File: config.mk
export PLATFORM = sky130hd
export DESIGN_NAME = hsync_strobe_gen
export DESIGN_NICKNAME = d
export VERILOG_FILES = /design/src/rtl/hls_pkg.sv /design/src/rtl/hls_sync.sv /design/src/rtl/hls_edge.sv /design/src/rtl/hls_div.sv /design/src/rtl/hsync_strobe_gen.sv
export SDC_FILE = /design/constraint.sdc
export NUM_CORES = 1
export LEC_CHECK = 0
export BUFFER_PORTS_ARGS = -buffer_cell sky130_fd_sc_hd__buf_4
export CAP_MARGIN = 25
export CORE_AREA = 2 2 39 41
export CTS_CLUSTER_DIAMETER = 200
export CTS_CLUSTER_SIZE = 28
export DETAILED_ROUTE_END_ITERATION = 8
export DIE_AREA = 0 0 41 43
export PLACE_DENSITY = 0.42
export SYNTH_ARGS = -nofsm -noshare
export SYNTH_HDL_FRONTEND = slang
export SYNTH_SLANG_ARGS = --single-unit
File: constraint.sdc
create_clock -name clk -period 1 [get_ports clk]
set_input_delay 0.2 -clock clk [delete_from_list [all_inputs] [get_ports clk]]
set_output_delay 0.2 -clock clk [all_outputs]
set_load 0.02 [all_outputs]
File: src/rtl/hls_pkg.sv
package hls_pkg;

   // Counter width for a divide-by-ratio counter, never below one bit.
   function automatic int hls_cnt_width(input int ratio);
      return (ratio > 1) ? $clog2(ratio) : 1;
   endfunction

   // Raw reset level of the synchroniser: the inactive sync level.
   function automatic logic hls_idle_level(input bit active_high);
      return active_high ? 1'b0 : 1'b1;
   endfunction

endpackage

File: src/rtl/hls_sync.sv
module hls_sync #(
   parameter int   STAGES  = 2,
   parameter logic RST_VAL = 1'b0
) (
   input  logic clk,
   input  logic rst_n,
   input  logic d,
   output logic q
);

   if (STAGES < 2) begin : g_bad_stages
      $error("hls_sync: STAGES must be at least 2");
   end

   logic [STAGES-1:0] chain;

   always_ff @(posedge clk or negedge rst_n) begin
      if (!rst_n) chain <= {STAGES{RST_VAL}};
      else        chain <= {chain[STAGES-2:0], d};
   end

   assign q = chain[STAGES-1];

endmodule

File: src/rtl/hls_edge.sv
module hls_edge #(
   parameter bit ACTIVE_HIGH = 1'b1
) (
   input  logic clk,
   input  logic rst_n,
   input  logic raw,
   output logic lvl,
   output logic rise
);

   logic prev;

   if (ACTIVE_HIGH) begin : g_pos
      assign lvl = raw;
   end else begin : g_neg
      assign lvl = ~raw;
   end

   always_ff @(posedge clk or negedge rst_n) begin
      if (!rst_n) prev <= 1'b0;
      else        prev <= lvl;
   end

   assign rise = lvl & ~prev;

   // a detected start is never followed by another one in the next cycle
   a_r3_rise_isolated: assert property (@(posedge clk) disable iff (!rst_n)
      rise |=> !rise);

endmodule

File: src/rtl/hls_div.sv
module hls_div #(
   parameter int RATIO = 4,
   parameter int PHASE = 2
) (
   input  logic clk,
   input  logic rst_n,
   input  logic clr,
   input  logic run,
   output logic stb
);
   import hls_pkg::*;

   localparam int CW = hls_cnt_width(RATIO);

   if (RATIO < 1 || PHASE < 0 || PHASE >= RATIO) begin : g_bad_cfg
      $error("hls_div: need RATIO >= 1 and 0 <= PHASE < RATIO");
   end

   if (RATIO == 1) begin : g_every
      assign stb = run;
   end else begin : g_count
      logic [CW-1:0] cnt;

      always_ff @(posedge clk or negedge rst_n) begin
         if (!rst_n)                          cnt <= '0;
         else if (clr)                        cnt <= '0;
         else if (cnt == CW'(RATIO - 1))      cnt <= '0;
         else                                 cnt <= cnt + 1'b1;
      end

      assign stb = run && (cnt == CW'(PHASE));

      // counter stays inside its divide range
      a_r6_cnt_bound: assert property (@(posedge clk) disable iff (!rst_n)
         cnt <= CW'(RATIO - 1));
      // strobes of a dividing counter are never back to back
      a_r4_stb_gap: assert property (@(posedge clk) disable iff (!rst_n)
         stb && !clr |=> !stb);
   end

endmodule

File: src/rtl/hsync_strobe_gen.sv
module hsync_strobe_gen #(
   parameter int OVERSAMPLE     = 4,
   parameter int SYNC_STAGES    = 2,
   parameter bit HS_ACTIVE_HIGH = 1'b1
) (
   input  logic clk,
   input  logic rst_n,
   input  logic hsync_in,
   output logic line_start,
   output logic wr_stb,
   output logic rd_stb
);
   import hls_pkg::*;

   localparam int RD_RATIO = OVERSAMPLE / 2;
   localparam int WR_PHASE = OVERSAMPLE / 2;
   localparam int RD_PHASE = RD_RATIO / 2;
   localparam logic IDLE_RAW = hls_idle_level(HS_ACTIVE_HIGH);

   if (OVERSAMPLE < 2 || (OVERSAMPLE % 2) != 0) begin : g_bad_ratio
      $error("hsync_strobe_gen: OVERSAMPLE must be even and at least 2");
   end
   if (SYNC_STAGES < 2) begin : g_bad_sync
      $error("hsync_strobe_gen: SYNC_STAGES must be at least 2");
   end

   logic hs_sync;
   logic hs_lvl;
   logic hs_rise;
   logic locked;
   logic ls_q;

   hls_sync #(
      .STAGES  (SYNC_STAGES),
      .RST_VAL (IDLE_RAW)
   ) u_sync (
      .clk   (clk),
      .rst_n (rst_n),
      .d     (hsync_in),
      .q     (hs_sync)
   );

   hls_edge #(
      .ACTIVE_HIGH (HS_ACTIVE_HIGH)
   ) u_edge (
      .clk   (clk),
      .rst_n (rst_n),
      .raw   (hs_sync),
      .lvl   (hs_lvl),
      .rise  (hs_rise)
   );

   always_ff @(posedge clk or negedge rst_n) begin
      if (!rst_n) begin
         ls_q   <= 1'b0;
         locked <= 1'b0;
      end else begin
         ls_q <= hs_rise;
         if (hs_rise) locked <= 1'b1;
      end
   end

   hls_div #(
      .RATIO (OVERSAMPLE),
      .PHASE (WR_PHASE)
   ) u_wr_div (
      .clk   (clk),
      .rst_n (rst_n),
      .clr   (hs_rise),
      .run   (locked),
      .stb   (wr_stb)
   );

   hls_div #(
      .RATIO (RD_RATIO),
      .PHASE (RD_PHASE)
   ) u_rd_div (
      .clk   (clk),
      .rst_n (rst_n),
      .clr   (hs_rise),
      .run   (locked),
      .stb   (rd_stb)
   );

   assign line_start = ls_q;

   // line start lasts a single cycle
   a_r2_ls_one_cycle: assert property (@(posedge clk) disable iff (!rst_n)
      line_start |=> !line_start);
   // a line start follows an active synchronised level
   a_r3_ls_after_active: assert property (@(posedge clk) disable iff (!rst_n)
      line_start |-> $past(hs_lvl));
   // the write phase is never zero, so no write strobe at line start
   a_r4_ls_not_wr: assert property (@(posedge clk) disable iff (!rst_n)
      line_start |-> !wr_stb);
   // nothing is emitted before the first line start
   a_r1_quiet_until_lock: assert property (@(posedge clk) disable iff (!rst_n)
      !$past(locked) && !line_start |-> !wr_stb && !rd_stb);

   if (OVERSAMPLE >= 4) begin : g_rd_chk
      // read phase sits between write samples
      a_r5_rd_offset: assert property (@(posedge clk) disable iff (!rst_n)
         wr_stb |-> !rd_stb);
   end

endmodule

==> metrics.cfg, run 1 <==
[synth]
avgSynthCellArea_um2=15.2
synth_top_cell_area_share=0.731
synth.area.top_cells=dfrtp_1, ha_1, nor2b_4
syn_nets=23
synth-seq-area-share=0.731
synth_cell_types=8
synth_seq_cells=8
synth_area_um2=274
ys_warn_count=0
synthCells=18
yosys.area.top_type=dfrtp_1

[routing]
routed_wl_um=434
avgRoutedWirePerCell_um=9.43
dr.pass1.iters=2
ant_nets=0
initialDrtViolationCount=2
drc_errors=0
drt-vias-per-instance=3.46
num_vias=159

[sta]
finalCritPeriodShare=1.26
drv_slew=0
fmax_mhz=794
fin_ws_ps=-259
finClkSkew_ps=0.252
finalCriticalPeriod_ps=1260
setup_viol=2
relSlewSlack=0.909
rsz0062_at_grt=yes
worst_pin_slew_ps=136
final-hold-violation-count=0

[placed_design]
dp_hpwl_um=272
place_congestion=0.634
port_buffers=5

[critical_path]
cp_num_buf_inv=1
cp.arrival_ps=1060
start_kind=flop
slowest_delay_ps=400
path_cells=ha_4 > and2_4 > buf_6
crit_path_top_delay_cell=dfrtp_1
crit_type=flop to primary output
critPathMaxFanout=2
cp_top_family=flip-flops
endpoint_kind=primary output
crit_required_ps=800

[finish]
seq_area_um2=200
n_fill_cell=143
fin_util=0.297
area_growth_pct=50.2
final_nets=37
multi_input_area_um2=87.6
antennaDiodeCount=0
drive_gt1_frac=0.533

[global_route]
overflow=0
grt_max_degree=9
grt_pass1_wl_um=710
first_global_vias=175
antenna_found_initial=0
grt.total_usage=0.0682

[clocking]
htreeDepth=1
clk_pin_slew_ps=50
cts_tree=built
clock_latency_ps=250
clock_sinks=8
cts_buffer_depth=2
cts_root_buffer=clkbuf_4
cts_inserted_buffers=3

[power_and_ir_drop]
p_sw_frac=0.277
vdd_ir_drop_max_v=0.000722
intPower_mw=0.717
p_sw_mw=0.275
power_frac_seq=0.419
p_total_mw=0.992
clkPwrFrac=0.239
p_per_area_mw_per_mm2=2410
leakagePower_nw=0.195
pwr-share-comb=0.342

[floorplanning]
core_area_mm2=0.00138
row_count=14
start_util=0.198
fp.dieArea_mm2=0.00176
die-width_um=41
ios=6
die_h_um=43

[outcome]
status=finished, violations left
violations=setup timing

[min_path]
hold_path_class=input port to flop

[job]
drv_cap=0

-- flip-flops by register name, summed over array words and instances (netlist names) --
register              count
u_edge.prev               1
u_wr_div.g_count.cnt      2
u_rd_div.g_count.cnt      1
u_sync.chain              2
line_start                1
locked                    1
-- synth_stat cells --
master and number:
nor2b_4 1, ha_1 2, nor3_1 1, nor2_1 2, and2_1 2, or2_1 1
dfrtp_1 8, inv_1 1
-- layout make-up --
| type | instances | share of cell area |
|---|---|---|
| clock buffer | 3 | 0.0547 |
| inverter | 1 | 0.00912 |
| multi-input combinational | 9 | 0.213 |
| sequential | 8 | 0.486 |
| tap | 16 | 0.0486 |
| timing repair buffer | 9 | 0.188 |
-- timing repair --
action / CTS / global route
resized for setup: 5 / 2
setup endpoints to repair: 2 / 2
hold buffers: 1 / 0
hold endpoints to repair: 8 / 0
setup buffers: 1 / 1
pin swaps: 2 / 1
-- cell families (layout without fill, tap and decap cells) --
family                     count (synthesis)  count (layout)  share of synthesized area
DFF                                        8               8                      0.731
adders and majority gates                  2               2                     0.0913
and+or+nand+nor                            7               7                      0.164
buffers and inverters                      1              13                     0.0137
-- per-stage QoR --
step                      worst slack, ps  TNS, ps  hold WS (ps)  instances  area, um^2
after global routing                 -312     -456          38.2         46         412
after floorplan                      31.1        0         -95.6         18         274
after CTS                            -267     -379          46.5         45         394
final                                -259     -364          58.4         46         412
after detailed placement            -37.2    -37.2          21.1         40         339
after global placement              -28.0    -28.0          20.0         40         339
-- final timing paths --
| check | start | endpoint | slack (ps) | cells after the start |
|---|---|---|---|---|
| min in group asynchronous | rst_n | line_start$_DFF_PN0_ | 300 | 2 |
| setup / recovery | u_wr_div.g_count.cnt[1]$_DFF_PN0_ | wr_stb | -260 | 3 |
| hold reg to reg | u_sync.chain[0]$_DFF_PN0_ | u_sync.chain[1]$_DFF_PN0_ | 350 | 0 |
| setup reg to reg | u_wr_div.g_count.cnt[1]$_DFF_PN0_ | u_wr_div.g_count.cnt[0]$_DFF_PN0_ | 50 | 3 |
| max in group asynchronous | rst_n | u_wr_div.g_count.cnt[0]$_DFF_PN0_ | 570 | 2 |
| hold / removal | hsync_in | u_sync.chain[0]$_DFF_PN0_ | 60 | 1 |
-- metal layers --
layer,track usage,vias up,part of all wire
li1,-,80,-
met1,0.0705,70,0.40
met2,0.0875,7,0.51
met3,0.0314,2,0.055
met4,0.0800,0,0.037
met5,0,-,0
-- power by group through the flow --
| stage | clock network (mW) | registers, mW | logic, mW |
|---|---|---|---|
| floorplan | 0 | 0.412 | 0.114 |
| global placement | 0 | 0.406 | 0.213 |
| detailed placement | 0 | 0.410 | 0.223 |
| CTS | 0.249 | 0.404 | 0.300 |
| global route | 0.270 | 0.422 | 0.378 |
| finish | 0.237 | 0.416 | 0.339 |
-- layout by cell type (no fill, tap or decap) --
cell,synthesis,layout
nor2b_4,1,1
ha_1,2,1
nor3_1,1,1
or2_1,1,1
buf_4,0,6
dfrtp_1,8,8
and2_4,0,2
clkbuf_4,0,3
ha_4,0,1
buf_6,0,2
inv_2,0,1
dlygate4sd3_1,0,1
nor2_1,2,2
Note: power is estimated with default switching activity, not from simulation.
==> run 2: changes to the inputs <==
- PLACE_DENSITY: 0.42 -> 0.39
==> metrics.cfg, run 2 (same netlist as run 1, synthesis figures left out) <==
[outcome]
status=finished, violations left
violations=setup timing

[floorplanning]
fp.dieArea_mm2=0.00176
die-width_um=41
row_count=14
core_area_mm2=0.00138
die_h_um=43
ios=6
start_util=0.198

[critical_path]
r2r_slack_ps=110
cp_num_buf_inv=2
crit_required_ps=800
start_kind=flop
r2r-start=u_wr_div.g_count.cnt[0]$_DFF_PN0_
r2r_cells=3
endpoint_kind=primary output
crit_path_top_delay_cell=dfrtp_1
slowest_delay_ps=370
r2r-end=u_wr_div.g_count.cnt[0]$_DFF_PN0_
crit_type=flop to primary output
cp_top_family=flip-flops
path_cells=inv_1 > ha_2 > and2_4 > buf_6
cp.arrival_ps=1080
critPathMaxFanout=2

[power_and_ir_drop]
leakagePower_nw=0.190
p_per_area_mw_per_mm2=2370
p_total_mw=0.975
vdd_ir_drop_max_v=0.00112

[placed_design]
port_buffers=5
place_congestion=0.618
pre_cts_ws_ps=-47.8
place_inst=40

[clocking]
htreeDepth=1
cts_tree=built
cts_root_buffer=clkbuf_4
clock_latency_ps=250
cts_buffer_depth=2
clk_pin_slew_ps=50
clock_sinks=8
cts_inserted_buffers=3

[finish]
final_common_cell=dfrtp_1
antennaDiodeCount=0
area_growth_pct=50.2
drive_gt1_frac=0.552
final_nets=36
stdcell_count=45
n_fill_cell=135
layout_common_cells=dfrtp_1, buf_4, clkbuf_4
reg_top3=u_sync.chain: 2 flops, u_wr_div.g_count.cnt: 2 flops

[routing]
drt-vias-per-instance=3.73
routed_wl_um=421
num_vias=168
initialDrtViolationCount=0
drc_errors=0
ant_nets=0
dr.pass1.iters=1
avgRoutedWirePerCell_um=9.36

[sta]
rsz0062_at_grt=yes
setup_viol=2
finalCritPeriodShare=1.28
final.setup.tns_ps=-394
worst_pin_slew_ps=138
finalCriticalPeriod_ps=1280
fmax_mhz=784
final-hold-violation-count=0
drv_slew=0
relSlewSlack=0.908
hold_slack_ps=63.2
fin_ws_ps=-276
finClkSkew_ps=7.53

[min_path]
hold_end=u_sync.chain[0]$_DFF_PN0_
min_from=hsync_in
hold_depth=1
hold_path_class=input port to flop

[job]
drv_cap=0

[global_route]
grt_max_degree=9
grt_pass1_wl_um=759
antenna_found_initial=0
overflow=0
grt.total_usage=0.0722
first_global_vias=194

-- run 2: how the worst max path moves through the flow --
stage | slack (ps) | depth (start not counted) | endpoint | startpoint
after CTS | -280 | 4 | wr_stb | u_wr_div.g_count.cnt[0]$_DFF_PN0_
final | -280 | 4 | wr_stb | u_wr_div.g_count.cnt[0]$_DFF_PN0_
after floorplan | 30 | 3 | wr_stb | u_wr_div.g_count.cnt[0]$_DFF_PN0_
after global placement | -30 | 4 | wr_stb | u_wr_div.g_count.cnt[0]$_DFF_PN0_
after global routing | -340 | 4 | wr_stb | u_wr_div.g_count.cnt[0]$_DFF_PN0_
after detailed placement | -50 | 4 | wr_stb | u_wr_div.g_count.cnt[0]$_DFF_PN0_
-- run 2: what timing repair did --
item	in CTS	in global routing
endpoints found under the setup margin	2	3
hold buffers	1	0
setup buffers	2	1
gates resized for setup	5	3
endpoints found under the hold margin	8	0
pin swaps	0	1
-- run 2: where the power goes --
group	leakage (nW)	internal, mW	switching [mW]
Sequential	0.0932	0.378	0.0284
Combinational	0.0828	0.193	0.144
Clock	0.0138	0.136	0.0952
-- run 2: per-layer routing --
metal | track usage | wire, um | up-vias
met2 | 0.0969 | 211 | 8
met1 | 0.0736 | 157 | 83
met3 | 0.0942 | 52 | 0
li1 | - | - | 77
met5 | 0 | 0 | -
met4 | 0 | 0 | 0
-- run 2: cell type report --
class | count | area (um^2) | share of cell area
Clock buffer | 3 | 22.5 | 0.0547
Inverter | 1 | 3.75 | 0.00912
Multi-Input combinational cell | 9 | 95.1 | 0.231
Sequential cell | 8 | 200 | 0.486
Tap cell | 16 | 20.0 | 0.0486
Timing Repair Buffer | 8 | 70.1 | 0.170
-- run 2: through the flow --
step / cell area [um^2] / util
after detailed placement: 339 / 0.245
after global routing: 412 / 0.297
after global placement: 339 / 0.245
final: 412 / 0.297
after CTS: 402 / 0.290
after floorplan: 274 / -
==> run 3: changes to the inputs <==
- RECOVER_POWER: unset -> 50
==> metrics.cfg, run 3 (same netlist as run 1, synthesis figures left out) <==
[routing]
dr.max_layer_used=met3
met2_length_um=210
wl_met1_um=156
routed_wl_um=419
initialDrtViolationCount=0
dr.pass1.iters=1
drc_errors=0
met3_length_um=53
ant_nets=0
avgRoutedWirePerCell_um=9.31
num_vias=168
drt-vias-per-instance=3.73

[critical_path]
path_cells=inv_1 > ha_2 > and2_4 > buf_6
start_kind=flop
critPathMaxFanout=2
r2r-start=u_wr_div.g_count.cnt[0]$_DFF_PN0_
critPathLaunch=u_wr_div.g_count.cnt[0]$_DFF_PN0_
cp_num_buf_inv=2
slowest_delay_ps=370
crit_path_top_delay_cell=dfrtp_1
crit_required_ps=800
crit_type=flop to primary output
cp.arrival_ps=1080
endpoint_kind=primary output
cp_top_family=flip-flops

[global_route]
antenna_found_initial=0
overflow=0
grt.total_usage=0.0722
grt_max_degree=9
grt_pass1_wl_um=759
first_global_vias=194

[sta]
fin_ws_ps=-276
finalCriticalPeriod_ps=1280
fmax_mhz=784
drv_slew=0
final-hold-violation-count=0
rsz0062_at_grt=yes
finalCritPeriodShare=1.28
setup_viol=2
relSlewSlack=0.722
finClkSkew_ps=7.67
final.setup.tns_ps=-394
worst_pin_slew_ps=417

[placed_design]
place_congestion=0.618
port_buffers=5
pre_cts_ws_ps=-47.8
place_inst=40

[clocking]
cts_inserted_buffers=3
cts_root_buffer=clkbuf_4
cts_buffer_depth=2
clock_sinks=8
cts_tree=built
clk_pin_slew_ps=50
clock_latency_ps=250
htreeDepth=1

[power_and_ir_drop]
p_total_mw=0.973
leakagePower_nw=0.186
p_per_area_mw_per_mm2=2390
vdd_ir_drop_max_v=0.00112

[outcome]
violations=setup timing
status=finished, violations left

[finish]
area_growth_pct=48.9
antennaDiodeCount=0
final_nets=36
layout_common_cells=dfrtp_1, clkbuf_4, buf_4
final_common_cell=dfrtp_1
stdcell_count=45
n_fill_cell=135
drive_gt1_frac=0.517
reg_top3=u_sync.chain: 2 flops, u_wr_div.g_count.cnt: 2 flops
fin_util=0.295

[floorplanning]
ios=6
start_util=0.198
row_count=14
die-width_um=41
fp.dieArea_mm2=0.00176
die_h_um=43
core_area_mm2=0.00138

[job]
drv_cap=0

[min_path]
hold_path_class=input port to flop
min_from=hsync_in

-- run 3: cell types whose count changed in the layout (fill, tap and decap cells not counted) --
cell      delta
buf_4        -2
clkbuf_4     +1
clkbuf_1     +1
-- run 3: layout make-up --
type                            count  area (um^2)  share of cell area
Tap cell                           16         20.0              0.0491
Multi-Input combinational cell      9         95.1               0.233
Sequential cell                     8          200               0.491
Timing Repair Buffer                8         66.3               0.163
Inverter                            1         3.75             0.00920
Clock buffer                        3         22.5              0.0552
-- run 3: power breakdown --
part | internal (mW) | total (mW) | switching [mW]
Combinational | 0.191 | 0.335 | 0.144
Clock | 0.136 | 0.231 | 0.0951
Sequential | 0.378 | 0.407 | 0.0284
Total | 0.706 | 0.973 | 0.267
-- run 3: worst reg2reg max path, stage by stage, from the launching register on --
cell and delay, ps:
dfrtp_1 370, buf_4 150, ha_4 150, nor3_2 150
-- run 3: path summary, 6_finish.rpt --
kind | slack (ps) | to | depth (start not counted)
hold / removal | 80 | u_sync.chain[0]$_DFF_PN0_ | 1
setup reg to reg | 110 | u_wr_div.g_count.cnt[0]$_DFF_PN0_ | 3
setup / recovery | -280 | wr_stb | 4
max in group asynchronous | 310 | u_sync.chain[1]$_DFF_PN0_ | 2
hold reg to reg | 360 | u_sync.chain[1]$_DFF_PN0_ | 0
min in group asynchronous | 390 | u_wr_div.g_count.cnt[0]$_DFF_PN0_ | 2
-- run 3: stage by stage --
stage | cell area, um^2 | hold WS [ps]
global placement | 339 | 20.1
finish | 408 | 84.8
CTS | 402 | 53.8
detailed placement | 339 | 20.0
floorplan | 274 | -95.6
global route | 408 | 66.0
-- run 3: repair_timing --
item	in CTS	in global routing
pin swaps	0	1
hold buffers	1	0
setup buffers	2	1
resized for setup	5	3
endpoints found under the hold margin	8	0
endpoints found under the setup margin	2	3
-- run 3: layer usage --
metal | vias to the layer above | track usage
met1 | 83 | 0.0736
met2 | 8 | 0.0969
met4 | 0 | 0
met3 | 0 | 0.0942
met5 | - | 0
li1 | 77 | -
